`src/rtl/memop_ilk_pkg.sv`:
```
package memop_ilk_pkg;

  typedef enum logic [2:0] {
    MK_NONE   = 3'd0,
    MK_LOAD   = 3'd1,
    MK_STORE  = 3'd2,
    MK_SLOAD  = 3'd3,
    MK_SSTORE = 3'd4
  } mem_kind_e;

  typedef struct packed {
    logic      live;
    mem_kind_e kind;
  } slot_t;

  // Codes above the last defined kind are treated as empty slots.
  function automatic mem_kind_e clean_kind(input logic [2:0] raw);
    return (raw > 3'd4) ? MK_NONE : mem_kind_e'(raw);
  endfunction

  function automatic logic is_special(input mem_kind_e k);
    return (k == MK_SLOAD) || (k == MK_SSTORE);
  endfunction

  function automatic logic is_ordinary(input mem_kind_e k);
    return (k == MK_LOAD) || (k == MK_STORE);
  endfunction

  // Load in D vs special at stage index pos (0 = E): the load reaches
  // memory one stall-free cycle from now; the special needs late-pos.
  function automatic int hold_for_load(input int pos, input int late, input int gap);
    return (pos > late) ? 0 : (late - pos + gap);
  endfunction

  // Store in D vs special at pos: both issue at W, so only the gap counts.
  function automatic int hold_for_store(input int pos, input int gap);
    return (gap > pos) ? (gap - pos) : 0;
  endfunction

endpackage

```
`src/rtl/memop_ilk_kill.sv`:
```
module memop_ilk_kill #(
  parameter int NS       = 6,
  parameter int LATE_IDX = 3,
  parameter int FD_W     = 3
) (
  input  logic            flush,
  input  logic [FD_W-1:0] depth,
  output logic            kill_d,
  output logic [NS-1:0]   kill
);
  assign kill_d = flush;

  for (genvar i = 0; i < NS; i++) begin : g_kill
    if (i <= LATE_IDX) begin : g_uncommitted
      assign kill[i] = flush && (depth > FD_W'(i));
    end else begin : g_committed
      assign kill[i] = 1'b0;
    end
  end
endmodule

```
`src/rtl/memop_ilk_pipe.sv`:
```
module memop_ilk_pipe
  import memop_ilk_pkg::*;
#(
  parameter int NS       = 6,
  parameter int TAG_W    = 6,
  parameter int LATE_IDX = 3,
  parameter int MEM_LAT  = 2
) (
  input  logic              clk,
  input  logic              rst_n,
  input  logic              adv,
  input  logic [NS-1:0]     kill,
  input  slot_t             in_slot,
  input  logic [TAG_W-1:0]  in_tag,
  output slot_t [NS-1:0]    slots,
  output logic [TAG_W-1:0]  tag_early,
  output logic [TAG_W-1:0]  tag_ret,
  output logic [TAG_W-1:0]  tag_late,
  output logic [TAG_W-1:0]  tag_tail
);
  logic [NS-1:0][TAG_W-1:0] tag_q;

  for (genvar i = 0; i < NS; i++) begin : g_stage
    slot_t            nxt;
    logic [TAG_W-1:0] nxt_tag;
    slot_t            q;

    if (i == 0) begin : g_head
      assign nxt     = in_slot;
      assign nxt_tag = in_tag;
    end else begin : g_body
      // A killed older neighbour moves on as a bubble.
      assign nxt     = kill[i-1] ? slot_t'('0) : slots[i-1];
      assign nxt_tag = tag_q[i-1];
    end

    always_ff @(posedge clk or negedge rst_n) begin
      if (!rst_n) begin
        q        <= slot_t'('0);
        tag_q[i] <= '0;
      end else if (adv) begin
        q        <= nxt;
        tag_q[i] <= nxt_tag;
      end else if (kill[i]) begin
        q.live   <= 1'b0;
      end
    end

    assign slots[i] = q;
  end

  assign tag_early = tag_q[0];
  assign tag_ret   = tag_q[MEM_LAT];
  assign tag_late  = tag_q[LATE_IDX];
  assign tag_tail  = tag_q[NS-1];
endmodule

```
`src/rtl/memop_ilk_hazard.sv`:
```
module memop_ilk_hazard
  import memop_ilk_pkg::*;
#(
  parameter int NS       = 6,
  parameter int LATE_IDX = 3,
  parameter int GAP      = 1,
  parameter int CW       = 3
) (
  input  slot_t [NS-1:0] slots,
  input  mem_kind_e      d_kind,
  output logic           stall,
  output logic           spec_window,
  output logic           tail_spec
);
  logic [NS-1:0]             spec_at;
  logic [LATE_IDX:0][CW-1:0] need_ld;
  logic [LATE_IDX:0][CW-1:0] need_st;
  logic [CW-1:0]             hold_need;

  for (genvar i = 0; i < NS; i++) begin : g_scan
    assign spec_at[i] = slots[i].live && is_special(slots[i].kind);
    if (i <= LATE_IDX) begin : g_need
      assign need_ld[i] = spec_at[i] ? CW'(hold_for_load(i, LATE_IDX, GAP)) : '0;
      assign need_st[i] = spec_at[i] ? CW'(hold_for_store(i, GAP)) : '0;
    end
  end

  // The largest requirement comes from the youngest older special.
  always_comb begin
    hold_need = '0;
    for (int i = 0; i <= LATE_IDX; i++) begin
      if (d_kind == MK_LOAD && need_ld[i] > hold_need)  hold_need = need_ld[i];
      if (d_kind == MK_STORE && need_st[i] > hold_need) hold_need = need_st[i];
    end
  end

  assign stall       = (hold_need != '0);
  assign spec_window = |spec_at[LATE_IDX:0];
  assign tail_spec   = |spec_at[NS-1:LATE_IDX+1];
endmodule

```
`src/rtl/memop_ilk_issue.sv`:
```
module memop_ilk_issue
  import memop_ilk_pkg::*;
#(
  parameter int TAG_W = 6
) (
  input  logic             adv,
  input  slot_t            e_slot,
  input  logic             e_kill,
  input  logic [TAG_W-1:0] e_tag,
  input  slot_t            r_slot,
  input  logic             r_kill,
  input  logic [TAG_W-1:0] r_tag,
  input  slot_t            w_slot,
  input  logic             w_kill,
  input  logic [TAG_W-1:0] w_tag,
  input  slot_t            u_slot,
  input  logic [TAG_W-1:0] u_tag,
  output logic             early_issue_valid,
  output logic [TAG_W-1:0] early_issue_tag,
  output logic             late_issue_valid,
  output logic [2:0]       late_issue_kind,
  output logic [TAG_W-1:0] late_issue_tag,
  output logic             load_ret_valid,
  output logic [TAG_W-1:0] load_ret_tag,
  output logic             spec_ret_valid,
  output logic [TAG_W-1:0] spec_ret_tag
);
  logic w_goes_late;

  assign w_goes_late = (w_slot.kind == MK_STORE) || is_special(w_slot.kind);

  assign early_issue_valid = adv && e_slot.live && !e_kill && (e_slot.kind == MK_LOAD);
  assign early_issue_tag   = e_tag;

  assign late_issue_valid  = adv && w_slot.live && !w_kill && w_goes_late;
  assign late_issue_kind   = late_issue_valid ? w_slot.kind : 3'd0;
  assign late_issue_tag    = w_tag;

  assign load_ret_valid    = adv && r_slot.live && !r_kill && (r_slot.kind == MK_LOAD);
  assign load_ret_tag      = r_tag;

  assign spec_ret_valid    = adv && u_slot.live && (u_slot.kind == MK_SLOAD);
  assign spec_ret_tag      = u_tag;
endmodule

```
`src/rtl/memop_order_interlock.sv`:
```
module memop_order_interlock
  import memop_ilk_pkg::*;
#(
  parameter int TAG_W    = 6,
  parameter int LATE_IDX = 3,
  parameter int MEM_LAT  = 2,
  parameter int GAP      = 1,
  parameter int FD_W     = 3
) (
  input  logic             clk,
  input  logic             rst_n,
  input  logic             adv,
  input  logic             flush,
  input  logic [FD_W-1:0]  flush_depth,
  input  logic [2:0]       d_kind,
  input  logic [TAG_W-1:0] d_tag,
  output logic             stall_d,
  output logic             early_issue_valid,
  output logic [TAG_W-1:0] early_issue_tag,
  output logic             late_issue_valid,
  output logic [2:0]       late_issue_kind,
  output logic [TAG_W-1:0] late_issue_tag,
  output logic             load_ret_valid,
  output logic [TAG_W-1:0] load_ret_tag,
  output logic             spec_ret_valid,
  output logic [TAG_W-1:0] spec_ret_tag
);
  localparam int NS = LATE_IDX + MEM_LAT + 1;
  localparam int CW = $clog2(LATE_IDX + GAP + 2);

  mem_kind_e        d_kind_c;
  slot_t            entry;
  slot_t [NS-1:0]   slots;
  logic  [NS-1:0]   kill;
  logic             kill_d;
  logic             spec_window;
  logic             tail_spec;
  logic [TAG_W-1:0] tag_early, tag_ret, tag_late, tag_tail;

  assign d_kind_c   = clean_kind(d_kind);
  assign entry.live = (d_kind_c != MK_NONE) && !stall_d && !kill_d;
  assign entry.kind = d_kind_c;

  memop_ilk_kill #(.NS(NS), .LATE_IDX(LATE_IDX), .FD_W(FD_W)) u_kill (
    .flush (flush),
    .depth (flush_depth),
    .kill_d(kill_d),
    .kill  (kill)
  );

  memop_ilk_pipe #(.NS(NS), .TAG_W(TAG_W), .LATE_IDX(LATE_IDX), .MEM_LAT(MEM_LAT)) u_pipe (
    .clk      (clk),
    .rst_n    (rst_n),
    .adv      (adv),
    .kill     (kill),
    .in_slot  (entry),
    .in_tag   (d_tag),
    .slots    (slots),
    .tag_early(tag_early),
    .tag_ret  (tag_ret),
    .tag_late (tag_late),
    .tag_tail (tag_tail)
  );

  memop_ilk_hazard #(.NS(NS), .LATE_IDX(LATE_IDX), .GAP(GAP), .CW(CW)) u_hazard (
    .slots      (slots),
    .d_kind     (d_kind_c),
    .stall      (stall_d),
    .spec_window(spec_window),
    .tail_spec  (tail_spec)
  );

  memop_ilk_issue #(.TAG_W(TAG_W)) u_issue (
    .adv              (adv),
    .e_slot           (slots[0]),
    .e_kill           (kill[0]),
    .e_tag            (tag_early),
    .r_slot           (slots[MEM_LAT]),
    .r_kill           (kill[MEM_LAT]),
    .r_tag            (tag_ret),
    .w_slot           (slots[LATE_IDX]),
    .w_kill           (kill[LATE_IDX]),
    .w_tag            (tag_late),
    .u_slot           (slots[NS-1]),
    .u_tag            (tag_tail),
    .early_issue_valid(early_issue_valid),
    .early_issue_tag  (early_issue_tag),
    .late_issue_valid (late_issue_valid),
    .late_issue_kind  (late_issue_kind),
    .late_issue_tag   (late_issue_tag),
    .load_ret_valid   (load_ret_valid),
    .load_ret_tag     (load_ret_tag),
    .spec_ret_valid   (spec_ret_valid),
    .spec_ret_tag     (spec_ret_tag)
  );
endmodule

```
`config.mk`:
```
export PLATFORM = sky130hd
export DESIGN_NAME = memop_order_interlock
export DESIGN_NICKNAME = d
export VERILOG_FILES = /design/src/rtl/memop_ilk_pkg.sv /design/src/rtl/memop_ilk_kill.sv /design/src/rtl/memop_ilk_pipe.sv /design/src/rtl/memop_ilk_hazard.sv /design/src/rtl/memop_ilk_issue.sv /design/src/rtl/memop_order_interlock.sv
export SDC_FILE = /design/constraint.sdc
export NUM_CORES = 1
export LEC_CHECK = 0
export BUFFER_PORTS_ARGS = -buffer_cell sky130_fd_sc_hd__buf_2
export CAP_MARGIN = 40
export CORE_MARGIN = 3
export CORE_UTILIZATION = 57
export CTS_CLUSTER_SIZE = 40
export DETAILED_ROUTE_END_ITERATION = 7
export PLACE_DENSITY_LB_ADDON = 0.12
export SLEW_MARGIN = 0
export SYNTH_ARGS = -nofsm -noshare
export SYNTH_HDL_FRONTEND = slang
export SYNTH_SLANG_ARGS = --single-unit
```
`constraint.sdc`:
```
create_clock -name clk -period 4.5 [get_ports clk]
set_clock_uncertainty 0.05 [all_clocks]
set_input_delay 0.225 -clock clk [delete_from_list [all_inputs] [get_ports clk]]
set_output_delay 0.225 -clock clk [all_outputs]
set_load 0.01 [all_outputs]
```
==> metrics.md, run 1 <==
| Metric | Value |
|---|---|
| Run status | `finished, violations left` |
| Failing checks | `hold timing` |
| Total negative setup slack | `0 ps` |
| Switch share | `24.2%` |
| Largest area contributor in the netlist | `sky130_fd_sc_hd__dfrtp_1` |
| Antenna Nets Post-Route | `0` |
| Worst hold slack | `-10.1 ps` |
| Period utilization | `72.0%` |
| Buffers added on ports | `47` |
| Final global-route overflow total | `0` |
| Vias after detailed routing | `1767` |
| Placed cell count | `304` |
| Layout cell share with drive strength beyond 1 | `39.6%` |
| Critical Path AT | `2970 ps` |
| Mean post-synth cell area | `12.1 sq um` |
| Width of the die | `73.4 um` |
| Worst hold path type | `input pin to asynchronous set/reset pin` |
| CTS buffer count | `9` |
| Total setup buffers inserted after CTS | `0` |
| GR Util All Layers | `18.1%` |
| Initial antenna violation count | `0` |
| Depth of the CTS H-tree | `3` |
| Yosys warning total | `0` |
| Startpoint kind of the worst setup timing path | `register` |
| Total leakage power | `1.40 nW` |
| Top cell types by occurrence after synthesis | `sky130_fd_sc_hd__dfrtp_1, sky130_fd_sc_hd__mux2_2, sky130_fd_sc_hd__o21ai_0` |
| Vias in the first global route | `1649` |
| DRC violation total after the first TritonRoute iteration | `81` |
| Remaining max-slew budget at the tightest pin | `52.1%` |
| DRC violation count after routing | `0` |
| Worst setup slack before clock tree synthesis | `1610 ps` |
| Count of cells along the worst register-to-register path | `11` |
| Die span in y | `73.4 um` |
| Number of hold buffers added after CTS | `0` |
| Measured slew at the worst slew-check pin | `718 ps` |
| Share of flip-flops with an asynchronous set or reset | `100%` |
| Site Rows | `23` |
| Detailed Place HPWL | `3080 um` |
| Final Critical Period | `3240 ps` |
| Wire length per cell after detailed routing | `14.0 um` |
| Number of failing setup endpoints in the final timing report | `0` |
| Power density of the placed cells | `458 nW/um^2` |
| Most area-consuming cells after synthesis | `sky130_fd_sc_hd__dfrtp_1, sky130_fd_sc_hd__mux2_2, sky130_fd_sc_hd__o21ai_0` |
| Top cell type's share of synthesized area | `58.0%` |
| Fraction of power consumed by the clock network | `38.2%` |
| Number of vias per cell | `5.52` |
| Area of the mapped netlist | `2590 sq um` |
| Fmax | `309 MHz` |
| Area enclosed by the die boundary | `5390 sq um` |
| First-pass GRT wire length | `7380 um` |
| Max FO, Critical Path | `3` |
| Synth unique cells | `39` |
| Number of pins with negative max-slew slack in the final report | `0` |
| Initial DRT Pass Iterations | `4` |
| Maximum count of clock buffers along a single path | `2` |
| Most numerous cell in the Yosys netlist | `sky130_fd_sc_hd__dfrtp_1` |
| TritonCTS clock tree | `done` |
| Sort of element at the end of the critical path | `primary output` |
| Area of the core | `4200 sq um` |
| Sw power | `0.000343 W` |
| Count of state elements after synthesis | `60` |
| Number of nets in the layout | `283` |
| Effective utilization at floorplan | `61.6%` |
| Clock transition time at the flip-flop clock pins of the worst setup and hold paths | `60 ps` |
| EDFF count, synth | `0` |
| Reported max-cap violation count | `0` |
| Required time of the critical path | `4220 ps` |
| Non-Filler Instances | `320` |
| Classification of the worst setup path | `register to primary output` |
| Predominant post-synthesis flop cell | `sky130_fd_sc_hd__dfrtp_1` |
| Share of power burned in combinational logic | `14.3%` |
| Share of total power in sequential cells | `47.5%` |
| Share of synthesized area occupied by flip-flops and latches | `58.0%` |
| Max IR drop VDD | `0.338 mV` |
| DRT Wirelength | `4490 um` |
| Weighted congestion reported at the end of routability-driven placement | `0.780` |
| Clock Tree Root | `sky130_fd_sc_hd__clkbuf_8` |
| Internal Pwr Total | `0.00107 W` |
| Number of nets produced by synthesis | `232` |
| Count of filler cells inserted in the layout | `306` |
| Growth of design area from synthesis to finish | `19.5%` |
| Count of endpoints failing hold in the final timing report | `6` |
| Mapped Cells | `214` |
| Clock insertion delay at the later pin of the skew report | `320 ps` |
| Number of gates resized after CTS | `0` |
| Fin worst setup slack | `1260 ps` |
| RSZ-0062 raised after global routing | `false` |
| Layout Utilization | `73.6%` |
| Ant diodes | `0` |
| I/O pin cnt | `48` |
| Number of clock sinks | `60` |
| Maximum number of pins on one net before global-route repair | `61` |
==> cells by family after synthesis <==
| family | after synthesis | share of synthesized area, % |
|---|---|---|
| fa+ha+maj | 2 | 0.966 |
| flops | 60 | 58.0 |
| compound gates | 38 | 9.18 |
| mux | 41 | 17.8 |
| simple gates | 46 | 10.1 |
| buf+inv | 27 | 4.01 |
==> routing by layer <==
metal | GRT usage, % | part of all wire, %
met5 | 0 | 0
met1 | 23.0 | 45
met3 | 5.20 | 5.0
met2 | 28.5 | 49
met4 | 9.05 | 1.2
==> flip-flops by register name (all words and copies together) (netlist names) <==
signal	cells
u_pipe.tag_tail	6
u_pipe.slots	24
u_pipe.tag_ret	6
u_pipe.tag_early	6
u_pipe.tag_late	6
u_pipe.g_stage.nxt_tag	12
==> power groups by stage <==
stage               sequential, W  combinational [W]  clock (W)
floorplan                0.000696          0.0000987          0
global placement         0.000679           0.000201          0
detailed placement       0.000684           0.000207          0
CTS                      0.000674           0.000208   0.000551
global route             0.000683           0.000225   0.000579
finish                   0.000673           0.000202   0.000541
==> cell usage in the layout (no fill, tap or decap), types with 2 or more instances in the layout <==
| master | Yosys | final |
|---|---|---|
| sky130_fd_sc_hd__a211o_1 | 2 | 2 |
| sky130_fd_sc_hd__a21oi_1 | 4 | 4 |
| sky130_fd_sc_hd__buf_2 | 2 | 47 |
| sky130_fd_sc_hd__buf_4 | 0 | 2 |
| sky130_fd_sc_hd__bufinv_16 | 0 | 2 |
| sky130_fd_sc_hd__clkbuf_1 | 5 | 2 |
| sky130_fd_sc_hd__clkbuf_8 | 0 | 11 |
| sky130_fd_sc_hd__dfrtp_1 | 60 | 60 |
| sky130_fd_sc_hd__ha_1 | 2 | 2 |
| sky130_fd_sc_hd__inv_1 | 18 | 18 |
| sky130_fd_sc_hd__mux2_2 | 40 | 40 |
| sky130_fd_sc_hd__nand2_1 | 12 | 12 |
| sky130_fd_sc_hd__nand3_1 | 12 | 12 |
| sky130_fd_sc_hd__nand3b_1 | 4 | 4 |
| sky130_fd_sc_hd__nor2_1 | 6 | 6 |
| sky130_fd_sc_hd__o21ai_0 | 19 | 19 |
| sky130_fd_sc_hd__o31ai_1 | 2 | 2 |
==> through the flow <==
stage / area (sq um) / total power (W)
6_report: 3090 / 0.00142
5_1_grt: 3090 / 0.00149
4_1_cts: 3090 / 0.00143
3_5_place_dp: 2870 / 0.000890
3_3_place_gp: 2870 / 0.000880
2_1_floorplan: 2590 / 0.000795
==> critical path: stages (launching register included) <==
cell,delay (ps)
sky130_fd_sc_hd__dfrtp_1,400
sky130_fd_sc_hd__or4bb_1,510
sky130_fd_sc_hd__o31ai_1,130
sky130_fd_sc_hd__nand3_1,130
sky130_fd_sc_hd__ha_1,220
sky130_fd_sc_hd__nor2_1,100
sky130_fd_sc_hd__nand3_1,80
sky130_fd_sc_hd__a21oi_1,170
sky130_fd_sc_hd__ha_1,260
sky130_fd_sc_hd__o31ai_2,230
sky130_fd_sc_hd__o21a_1,170
sky130_fd_sc_hd__o21bai_1,100
sky130_fd_sc_hd__buf_2,140
==> cell type report <==
type                    instances  area, sq um  area share [%]
repair buffers                 49          250            8.09
clock inverters                 3         68.8            2.22
clock buffers                  13          159            5.14
well taps                      50         62.6            2.02
inverters                      18         67.6            2.18
flip-flops and latches         60         1500            48.5
multi-input cells             127          983            31.8
==> worst paths after layout <==
kind	startpoint	slack, ps	to
min in group clk	d_tag[5]	80	u_pipe.tag_early[5]
worst min-delay path	rst_n	-10	u_pipe.slots[15]
worst min register to register	u_pipe.slots[11]	430	u_pipe.slots[15]
worst max-delay path	u_pipe.slots[5]	1260	stall_d
worst max register to register	u_pipe.slots[5]	1850	u_pipe.slots[3]
max in group asynchronous	rst_n	3940	u_pipe.slots[2]
Power figures use the tool's default switching activity.
==> run 2: changes to the inputs <==
--- a/config.mk
+++ b/config.mk
@@ -5,10 +5,11 @@
 export SDC_FILE = /design/constraint.sdc
 export NUM_CORES = 1
 export LEC_CHECK = 0
+export ABC_AREA = 1
 export BUFFER_PORTS_ARGS = -buffer_cell sky130_fd_sc_hd__buf_2
 export CAP_MARGIN = 40
 export CORE_MARGIN = 3
-export CORE_UTILIZATION = 57
+export CORE_UTILIZATION = 55
 export CTS_CLUSTER_SIZE = 40
 export DETAILED_ROUTE_END_ITERATION = 7
 export PLACE_DENSITY_LB_ADDON = 0.12
==> constraint.sdc (replaced) <==
create_clock -name clk -period 3.2 [get_ports clk]
set_clock_uncertainty 0.05 [all_clocks]
set_input_delay 0.16 -clock clk [delete_from_list [all_inputs] [get_ports clk]]
set_output_delay 0.16 -clock clk [all_outputs]
set_load 0.01 [all_outputs]
==> metrics.md, run 2 <==
| Metric | Value |
|---|---|
| Count of state elements after synthesis | `60 (unchanged)` |
| Antenna Nets Post-Route | `0 (unchanged)` |
| Total leakage power | `1.64 nW (+17%)` |
| EDFF count, synth | `0 (unchanged)` |
| Area of the core | `4440 sq um (+5.8%)` |
| Share of synthesized area occupied by flip-flops and latches | `57.9% (-0.14 points)` |
| Max reg flops | `24 (unchanged)` |
| Vias after detailed routing | `2046 (+16%)` |
| Max IR drop VDD | `0.361 mV (+6.8%)` |
| Required time of the critical path | `2990 ps (-1230 ps)` |
| Combined area of the multi-input logic cells | `873 sq um (-11%)` |
| WHS Endpoint | `u_pipe.slots[1]` |
| Final Critical Period | `2610 ps` |
| Period utilization | `81.4%` |
| Buffers added on ports | `47 (unchanged)` |
| Count of cells along the worst register-to-register path | `18 (+7)` |
| Synth unique cells | `23 (-41%)` |
| Count of endpoints failing hold in the final timing report | `0 (-6)` |
| Share of flip-flops with an asynchronous set or reset | `100% (unchanged)` |
| Area of the mapped netlist | `2590 sq um (+0.24%)` |
| Area enclosed by the die boundary | `5580 sq um (+3.6%)` |
| Maximum count of clock buffers along a single path | `2 (unchanged)` |
| I/O pin cnt | `48 (unchanged)` |
| DRC violation count after routing | `0 (unchanged)` |
| Yosys warning total | `0 (unchanged)` |
| Adder-cell share of the synthesized area | `0.964% (-0.0023 points)` |
| Reg-to-reg startpoint | `u_pipe.slots[1]` |
| Total negative setup slack | `0 ps (unchanged)` |
| Measured slew at the worst slew-check pin | `578 ps (-140 ps)` |
| Setup slack, reg-to-reg | `1040 ps (-810 ps)` |
| Growth of design area from synthesis to finish | `23.0%` |
| CTS buffer count | `9 (unchanged)` |
| Width of the die | `74.7 um (+1.8%)` |
| Initial DRT Pass Iterations | `4 (unchanged)` |
| Layout cell share with drive strength beyond 1 | `21.0% (-19 points)` |
| Cell-by-cell listing of the critical path | `nand2_1 > nand2_1 > nor2_2 > nand2_2 > nand3b_1 > ha_1 > nand3_1 > nand2_1 > inv_1 > ha_1 > nor2_1 > nand3_1 > nand2_1 > inv_1 > nand2_1 > nand2_1 > inv_1 > buf_2` |
| Effective utilization at floorplan | `58.4% (-3.2 points)` |
| Commonest non-fill, non-tap cell in the layout | `sky130_fd_sc_hd__nand2_1` |
| Total setup buffers inserted after CTS | `0 (unchanged)` |
| Fmax | `384 MHz` |
| TritonCTS clock tree | `done` |
| Number of gates resized after CTS | `0 (unchanged)` |
| Slowest Stage Delay on Critical Path | `420 ps (-90 ps)` |
| Switch share | `24.1% (-0.16 points)` |
| Leading cell types in the layout, fill and taps excluded | `sky130_fd_sc_hd__nand2_1, sky130_fd_sc_hd__dfrtp_1, sky130_fd_sc_hd__o21ai_0, sky130_fd_sc_hd__buf_2, sky130_fd_sc_hd__inv_1` |
| Sw power | `0.000453 W (+32%)` |
| Number of pins with negative max-slew slack in the final report | `0 (unchanged)` |
| Largest area contributor in the netlist | `sky130_fd_sc_hd__dfrtp_1` |
| Basic-gate share of the synthesized area counting and, or, nand and nor cells | `18.9% (+8.8 points)` |
| Detailed Place HPWL | `3310 um (+7.4%)` |
| Number of nets produced by synthesis | `319 (+38%)` |
| Number of hold buffers added after CTS | `7 (+7)` |
| Final global-route overflow total | `0 (unchanged)` |
| Most numerous cell in the Yosys netlist | `sky130_fd_sc_hd__nand2_1` |
| DRT Wirelength | `4960 um (+10%)` |
| Ant diodes | `0 (unchanged)` |
| Power density of the placed cells | `589 nW/um^2 (+29%)` |
| Clock insertion delay at the later pin of the skew report | `320 ps (about the same)` |
| Wire length per cell after detailed routing | `12.0 um (-15%)` |
| Fin worst setup slack | `595 ps (-664 ps)` |
| Mean post-synth cell area | `8.62 sq um (-29%)` |
| Fraction of synthesized cell area in xor and xnor cells | `0% (unchanged)` |
| Die span in y | `74.7 um (+1.8%)` |
| Main combinational cell family by area after synthesis | `simple AND/OR/NAND/NOR gates` |
| Clock transition time at the flip-flop clock pins of the worst setup and hold paths | `60 ps (about the same)` |
| Top cell types by occurrence after synthesis | `sky130_fd_sc_hd__nand2_1, sky130_fd_sc_hd__dfrtp_1, sky130_fd_sc_hd__o21ai_0` |
| Launch instance of the worst min-delay path | `d_kind[2]` |
| Classification of the worst setup path | `register to primary output` |
| Worst hold path type | `input pin to register` |
| Endpoint of the worst register-to-register path | `u_pipe.slots[3]` |
| Count of filler cells inserted in the layout | `365 (+19%)` |
| Vias in the first global route | `2014 (+22%)` |
| Initial antenna violation count | `0 (unchanged)` |
| GR Util All Layers | `20.7% (+2.5 points)` |
| Site Rows | `24 (+4.3%)` |
| Startpoint kind of the worst setup timing path | `register` |
| Kind of cell with the highest combined delay on the critical path | `simple AND/OR/NAND/NOR gates` |
| Mapped Cells | `301 (+41%)` |
| Number of vias per cell | `4.94 (-11%)` |
| First-pass GRT wire length | `8670 um (+17%)` |
| Remaining max-slew budget at the tightest pin | `61.5% (+9.4 points)` |
| Synthesized-area fraction occupied by ao, oa, aoi and oai cells | `13.8% (+4.7 points)` |
| Number of failing setup endpoints in the final timing report | `0 (unchanged)` |
| RSZ-0062 raised after global routing | `false` |
| CP dominant cell by count | `sky130_fd_sc_hd__nand2_1` |
| Mux share of post-synthesis cell area | `0% (-18 points)` |
| Register Area | `1500 sq um (unchanged)` |
| Predominant post-synthesis flop cell | `sky130_fd_sc_hd__dfrtp_1` |
| Weighted congestion reported at the end of routability-driven placement | `0.783 (+0.36%)` |
| Maximum number of pins on one net before global-route repair | `40 (-34%)` |
| Number of clock sinks | `60 (unchanged)` |
| Run status | `completed` |
| Reported max-cap violation count | `0 (unchanged)` |
| Share of power burned in combinational logic | `11.3% (-3.0 points)` |
| Internal Pwr Total | `0.00143 W (+33%)` |
| Instance count along the most critical hold path | `2` |
| Clock Tree Root | `sky130_fd_sc_hd__clkbuf_8` |
| Max FO, Critical Path | `5 (+2)` |
| Critical Path AT | `2400 ps (-570 ps)` |
| Share of total power in sequential cells | `46.3% (-1.2 points)` |
| Fraction of power consumed by the clock network | `42.4% (+4.2 points)` |
| Sort of element at the end of the critical path | `primary output` |
| Worst setup slack before clock tree synthesis | `946 ps (-659 ps)` |
| Number of nets in the layout | `375 (+33%)` |
| Most area-consuming cells after synthesis | `sky130_fd_sc_hd__dfrtp_1, sky130_fd_sc_hd__nand2_1, sky130_fd_sc_hd__o21ai_0` |
| Crit path buffers/inverters | `4 (+3)` |
| DRC violation total after the first TritonRoute iteration | `98 (+21%)` |
| Top cell type's share of synthesized area | `57.9% (-0.14 points)` |
| Depth of the CTS H-tree | `3 (unchanged)` |
| Critical path's slowest cell | `sky130_fd_sc_hd__dfrtp_1` |
## run 2: changes by cell type in the layout (fill, tap and decap cells not counted), moves of 3 or more
cell | before | now
sky130_fd_sc_hd__o21ai_2 | 0 | 3
sky130_fd_sc_hd__o31ai_1 | 2 | 5
sky130_fd_sc_hd__nand2_1 | 12 | 83
sky130_fd_sc_hd__o21ai_0 | 19 | 51
sky130_fd_sc_hd__dlygate4sd3_1 | 0 | 7
sky130_fd_sc_hd__inv_2 | 0 | 3
sky130_fd_sc_hd__nand3b_1 | 4 | 1
sky130_fd_sc_hd__nor2_1 | 6 | 10
sky130_fd_sc_hd__inv_1 | 18 | 40
sky130_fd_sc_hd__nand3_1 | 12 | 16
sky130_fd_sc_hd__mux2_2 | 40 | 0
## run 2: logic make-up (layout without fill, tap and decap cells)
| group | Yosys count | in the layout |
|---|---|---|
| fa+ha+maj | 2 | 2 |
| simple gates | 119 | 119 |
| compound gates | 64 | 64 |
| flops | 60 | 60 |
| buf+inv | 56 | 117 |
## run 2: layout make-up
type                    count  share of cell area (%)
clock buffers              11                    4.11
well taps                  52                    2.04
multi-input cells         185                    27.4
clock inverters             5                    3.13
inverters                  43                    5.05
repair buffers             58                    11.3
flip-flops and latches     60                    47.0
## run 2: per-stage QoR
step           hold WS, ps  instance area, sq um  power [W]  utilization [%]  instances
2_1_floorplan         -186                  2590   0.000997                -        301
3_3_place_gp           311                  2850    0.00108             64.2        389
3_5_place_dp         -2.75                  2890    0.00109             65.1        391
4_1_cts               10.8                  3190    0.00190             71.8        414
5_1_grt               37.2                  3190    0.00198             71.8        414
6_report              22.1                  3190    0.00188             71.8        414
## run 2: worst max-delay path by stage
stage               startpoint  cells past startpoint  slack, ps      end
2_1_floorplan  u_pipe.slots[0]                     17       1180  stall_d
3_3_place_gp   u_pipe.slots[5]                     16       1030  stall_d
3_5_place_dp   u_pipe.slots[5]                     16        950  stall_d
4_1_cts        u_pipe.slots[1]                     18        570  stall_d
5_1_grt        u_pipe.slots[8]                     18        320  stall_d
6_report       u_pipe.slots[1]                     18        590  stall_d
## run 2: metal layers
layer,up-vias,global-route usage [%],share of wire [%]
met5,-,0,0
met4,0,11.3,1.2
met3,6,5.21,3.9
met2,42,34.0,48
met1,932,25.1,47
li1,1066,-,-
## run 2: power groups by stage
stage	registers [W]	logic, W	clock network [W]
2_1_floorplan	0.000899	0.0000983	0
3_3_place_gp	0.000882	0.000199	0
3_5_place_dp	0.000885	0.000210	0
4_1_cts	0.000872	0.000217	0.000814
5_1_grt	0.000881	0.000247	0.000849
6_report	0.000871	0.000213	0.000797
==> run 3: changes to the inputs <==
==> constraint.sdc (replaced) <==
create_clock -name clk -period 2.6 [get_ports clk]
set_clock_uncertainty 0.05 [all_clocks]
set_input_delay 0.13 -clock clk [delete_from_list [all_inputs] [get_ports clk]]
set_output_delay 0.13 -clock clk [all_outputs]
set_load 0.01 [all_outputs]
==> metrics.md, run 3 (same netlist as run 2, synthesis figures left out) <==
| Metric | Value |
|---|---|
| Period utilization | `101%` |
| Reg-to-reg startpoint | `u_pipe.slots[0]` |
| Layout cell share with drive strength beyond 1 | `23.4% (+2.4 points)` |
| Required time of the critical path | `2420 ps (-570 ps)` |
| Count of endpoints failing hold in the final timing report | `0 (unchanged)` |
| RSZ-0062 raised after global routing | `true` |
| Weighted congestion reported at the end of routability-driven placement | `0.778 (-0.60%)` |
| Failing checks | `setup timing` |
| Run status | `finished, violations left` |
| Buffers added on ports | `47 (unchanged)` |
| Initial antenna violation count | `0 (unchanged)` |
| Ant diodes | `0 (unchanged)` |
| Leading cell types in the layout, fill and taps excluded | `sky130_fd_sc_hd__nand2_1, sky130_fd_sc_hd__dfrtp_1, sky130_fd_sc_hd__o21ai_0, sky130_fd_sc_hd__buf_2, sky130_fd_sc_hd__inv_1` |
| Sort of element at the end of the critical path | `primary output` |
| Final Critical Period | `2630 ps` |
| I/O pin cnt | `48 (unchanged)` |
| Antenna Nets Post-Route | `0 (unchanged)` |
| GR Util All Layers | `20.4% (-0.23 points)` |
| Final global-route overflow total | `0 (unchanged)` |
| Reported max-cap violation count | `0 (unchanged)` |
| Number of nets in the layout | `381 (+1.6%)` |
| Fin worst setup slack | `-31.5 ps (-626 ps)` |
| CTS buffer count | `9 (unchanged)` |
| Non-Filler Instances | `420 (+1.4%)` |
| First-pass GRT wire length | `8560 um (-1.3%)` |
| Number of failing setup endpoints in the final timing report | `1 (+1)` |
| Placed cell count | `390 (-0.26%)` |
| Endpoint of the worst register-to-register path | `u_pipe.slots[3]` |
| Area of the core | `4440 sq um (unchanged)` |
| Depth of the CTS H-tree | `3 (unchanged)` |
| Vias in the first global route | `2020 (+0.30%)` |
| Clock insertion delay at the later pin of the skew report | `330 ps (about the same)` |
| Initial DRT Pass Iterations | `4 (unchanged)` |
| TritonCTS clock tree | `done` |
| Capturing instance or port of the critical path | `stall_d` |
| Count of cells along the worst register-to-register path | `19 (+1)` |
| DRC violation count after routing | `0 (unchanged)` |
| Width of the die | `74.7 um (unchanged)` |
| Setup slack, reg-to-reg | `390 ps (-650 ps)` |
| Maximum count of clock buffers along a single path | `2 (unchanged)` |
| Max IR drop VDD | `0.506 mV (+40%)` |
| Worst hold slack | `63.0 ps (+40.9 ps)` |
| Remaining max-slew budget at the tightest pin | `60.1% (-1.4 points)` |
| Classification of the worst setup path | `register to primary output` |
| Vias after detailed routing | `2131 (+4.2%)` |
| Site Rows | `24 (unchanged)` |
| Area enclosed by the die boundary | `5580 sq um (unchanged)` |
| Measured slew at the worst slew-check pin | `599 ps (+20.8 ps)` |
| Worst hold path type | `input pin to register` |
| Layout Utilization | `72.1% (+0.25 points)` |
| Startpoint kind of the worst setup timing path | `register` |
| Number of vias per cell | `5.07 (+2.7%)` |
| Wire length per cell after detailed routing | `12.3 um (+2.6%)` |
| Commonest non-fill, non-tap cell in the layout | `sky130_fd_sc_hd__nand2_1` |
| Number of pins with negative max-slew slack in the final report | `0 (unchanged)` |
| DRT Wirelength | `5160 um (+4.1%)` |
| Power density of the placed cells | `667 nW/um^2 (+13%)` |
| Critical Path AT | `2450 ps (+50 ps)` |
| Clock transition time at the flip-flop clock pins of the worst setup and hold paths | `60 ps (about the same)` |
| Die span in y | `74.7 um (unchanged)` |
| Fmax | `380 MHz` |
| Clock Tree Root | `sky130_fd_sc_hd__clkbuf_8` |
| Total leakage power | `1.65 nW (+0.74%)` |
| Growth of design area from synthesis to finish | `23.5%` |
| Startpoint of the most critical setup path | `u_pipe.slots[0]` |
| Number of clock sinks | `60 (unchanged)` |
| Detailed Place HPWL | `3340 um (+0.79%)` |
| Total negative setup slack | `-31.5 ps (-31.5 ps)` |
| Max reg flops | `24 (unchanged)` |
| DRC violation total after the first TritonRoute iteration | `126 (+29%)` |
| Maximum number of pins on one net before global-route repair | `37 (-7.5%)` |
| Effective utilization at floorplan | `58.4% (unchanged)` |
| Max FO, Critical Path | `3 (-2)` |
run 3: cell count changes in the layout (fill, tap and decap cells not counted), sizes merged:
cell | before | now
buf | 51 | 56
bufinv | 3 | 0
clkbuf | 11 | 13
clkinv | 2 | 3
dlygate4sd3 | 7 | 8
run 3: timing repair:
action                                  in CTS  in global routing
pin swaps                                    0                 10
setup buffers                                3                  3
resized for setup                            1                  2
hold buffers                                 8                  0
endpoints found under the setup margin       1                  1
cloned                                       0                  0
hold endpoints to repair                    35                  0
run 3: power by group:
| group | total, W | switching, W | internal, W |
|---|---|---|---|
| Combinational | 0.000271 | 0.000166 | 0.000105 |
| Clock | 0.000796 | 0.000348 | 0.000448 |
| Sequential | 0.00107 | 0.0000491 | 0.00102 |
| Total | 0.00214 | 0.000563 | 0.00158 |
run 3: critical path, stage by stage, from the launching register on:
cell and delay, ps:
sky130_fd_sc_hd__dfrtp_1 400, sky130_fd_sc_hd__inv_2 50, sky130_fd_sc_hd__nand2_1 50, sky130_fd_sc_hd__nand2_1 60, sky130_fd_sc_hd__nor2_2 130, sky130_fd_sc_hd__nand2_2 90
sky130_fd_sc_hd__nand3b_1 130, sky130_fd_sc_hd__ha_2 230, sky130_fd_sc_hd__nand3_2 70, sky130_fd_sc_hd__nand2_1 70, sky130_fd_sc_hd__inv_1 40, sky130_fd_sc_hd__ha_1 260
sky130_fd_sc_hd__nor2_1 80, sky130_fd_sc_hd__nand3_1 80, sky130_fd_sc_hd__nand2_1 70, sky130_fd_sc_hd__inv_1 30, sky130_fd_sc_hd__nand2_1 50, sky130_fd_sc_hd__nand2_1 60
sky130_fd_sc_hd__inv_1 50, sky130_fd_sc_hd__buf_2 120
run 3: worst min-delay path by stage:
stage | end | cells after the start | from | slack [ps]
2_1_floorplan | u_pipe.g_stage[2].nxt_tag[0] | 0 | rst_n | -220
3_5_place_dp | u_pipe.tag_early[5] | 1 | rst_n | 120
4_1_cts | u_pipe.slots[1] | 3 | d_kind[1] | 50
3_3_place_gp | u_pipe.tag_tail[1] | 1 | rst_n | 130
5_1_grt | u_pipe.slots[1] | 3 | d_kind[1] | 80
6_report | u_pipe.slots[1] | 3 | d_kind[1] | 60
run 3: final cells by class:
cell class	instances	area, sq um
fill	367	1240
clock buffer	13	179
timing repair buffer	64	395
clock inverter	3	18.8
multi-input combinational	185	883
tap	52	65.1
sequential	60	1500
inverter	43	161
run 3: layer usage:
metal | up-vias | GRT usage [%] | share of wire (%)
li1 | 1079 | - | -
met1 | 1001 | 24.8 | 44
met2 | 47 | 33.3 | 49
met3 | 4 | 5.87 | 5.6
met4 | 0 | 10.7 | 0.81
met5 | - | 0 | 0
run 3: through the flow:
step                instance area, sq um  worst slack (ps)  power, W
finish                              3200             -31.5   0.00214
CTS                                 3170              12.0   0.00216
detailed placement                  2870               375   0.00135
global placement                    2850               457   0.00133
global route                        3200              -203   0.00226
floorplan                           2590               606   0.00123
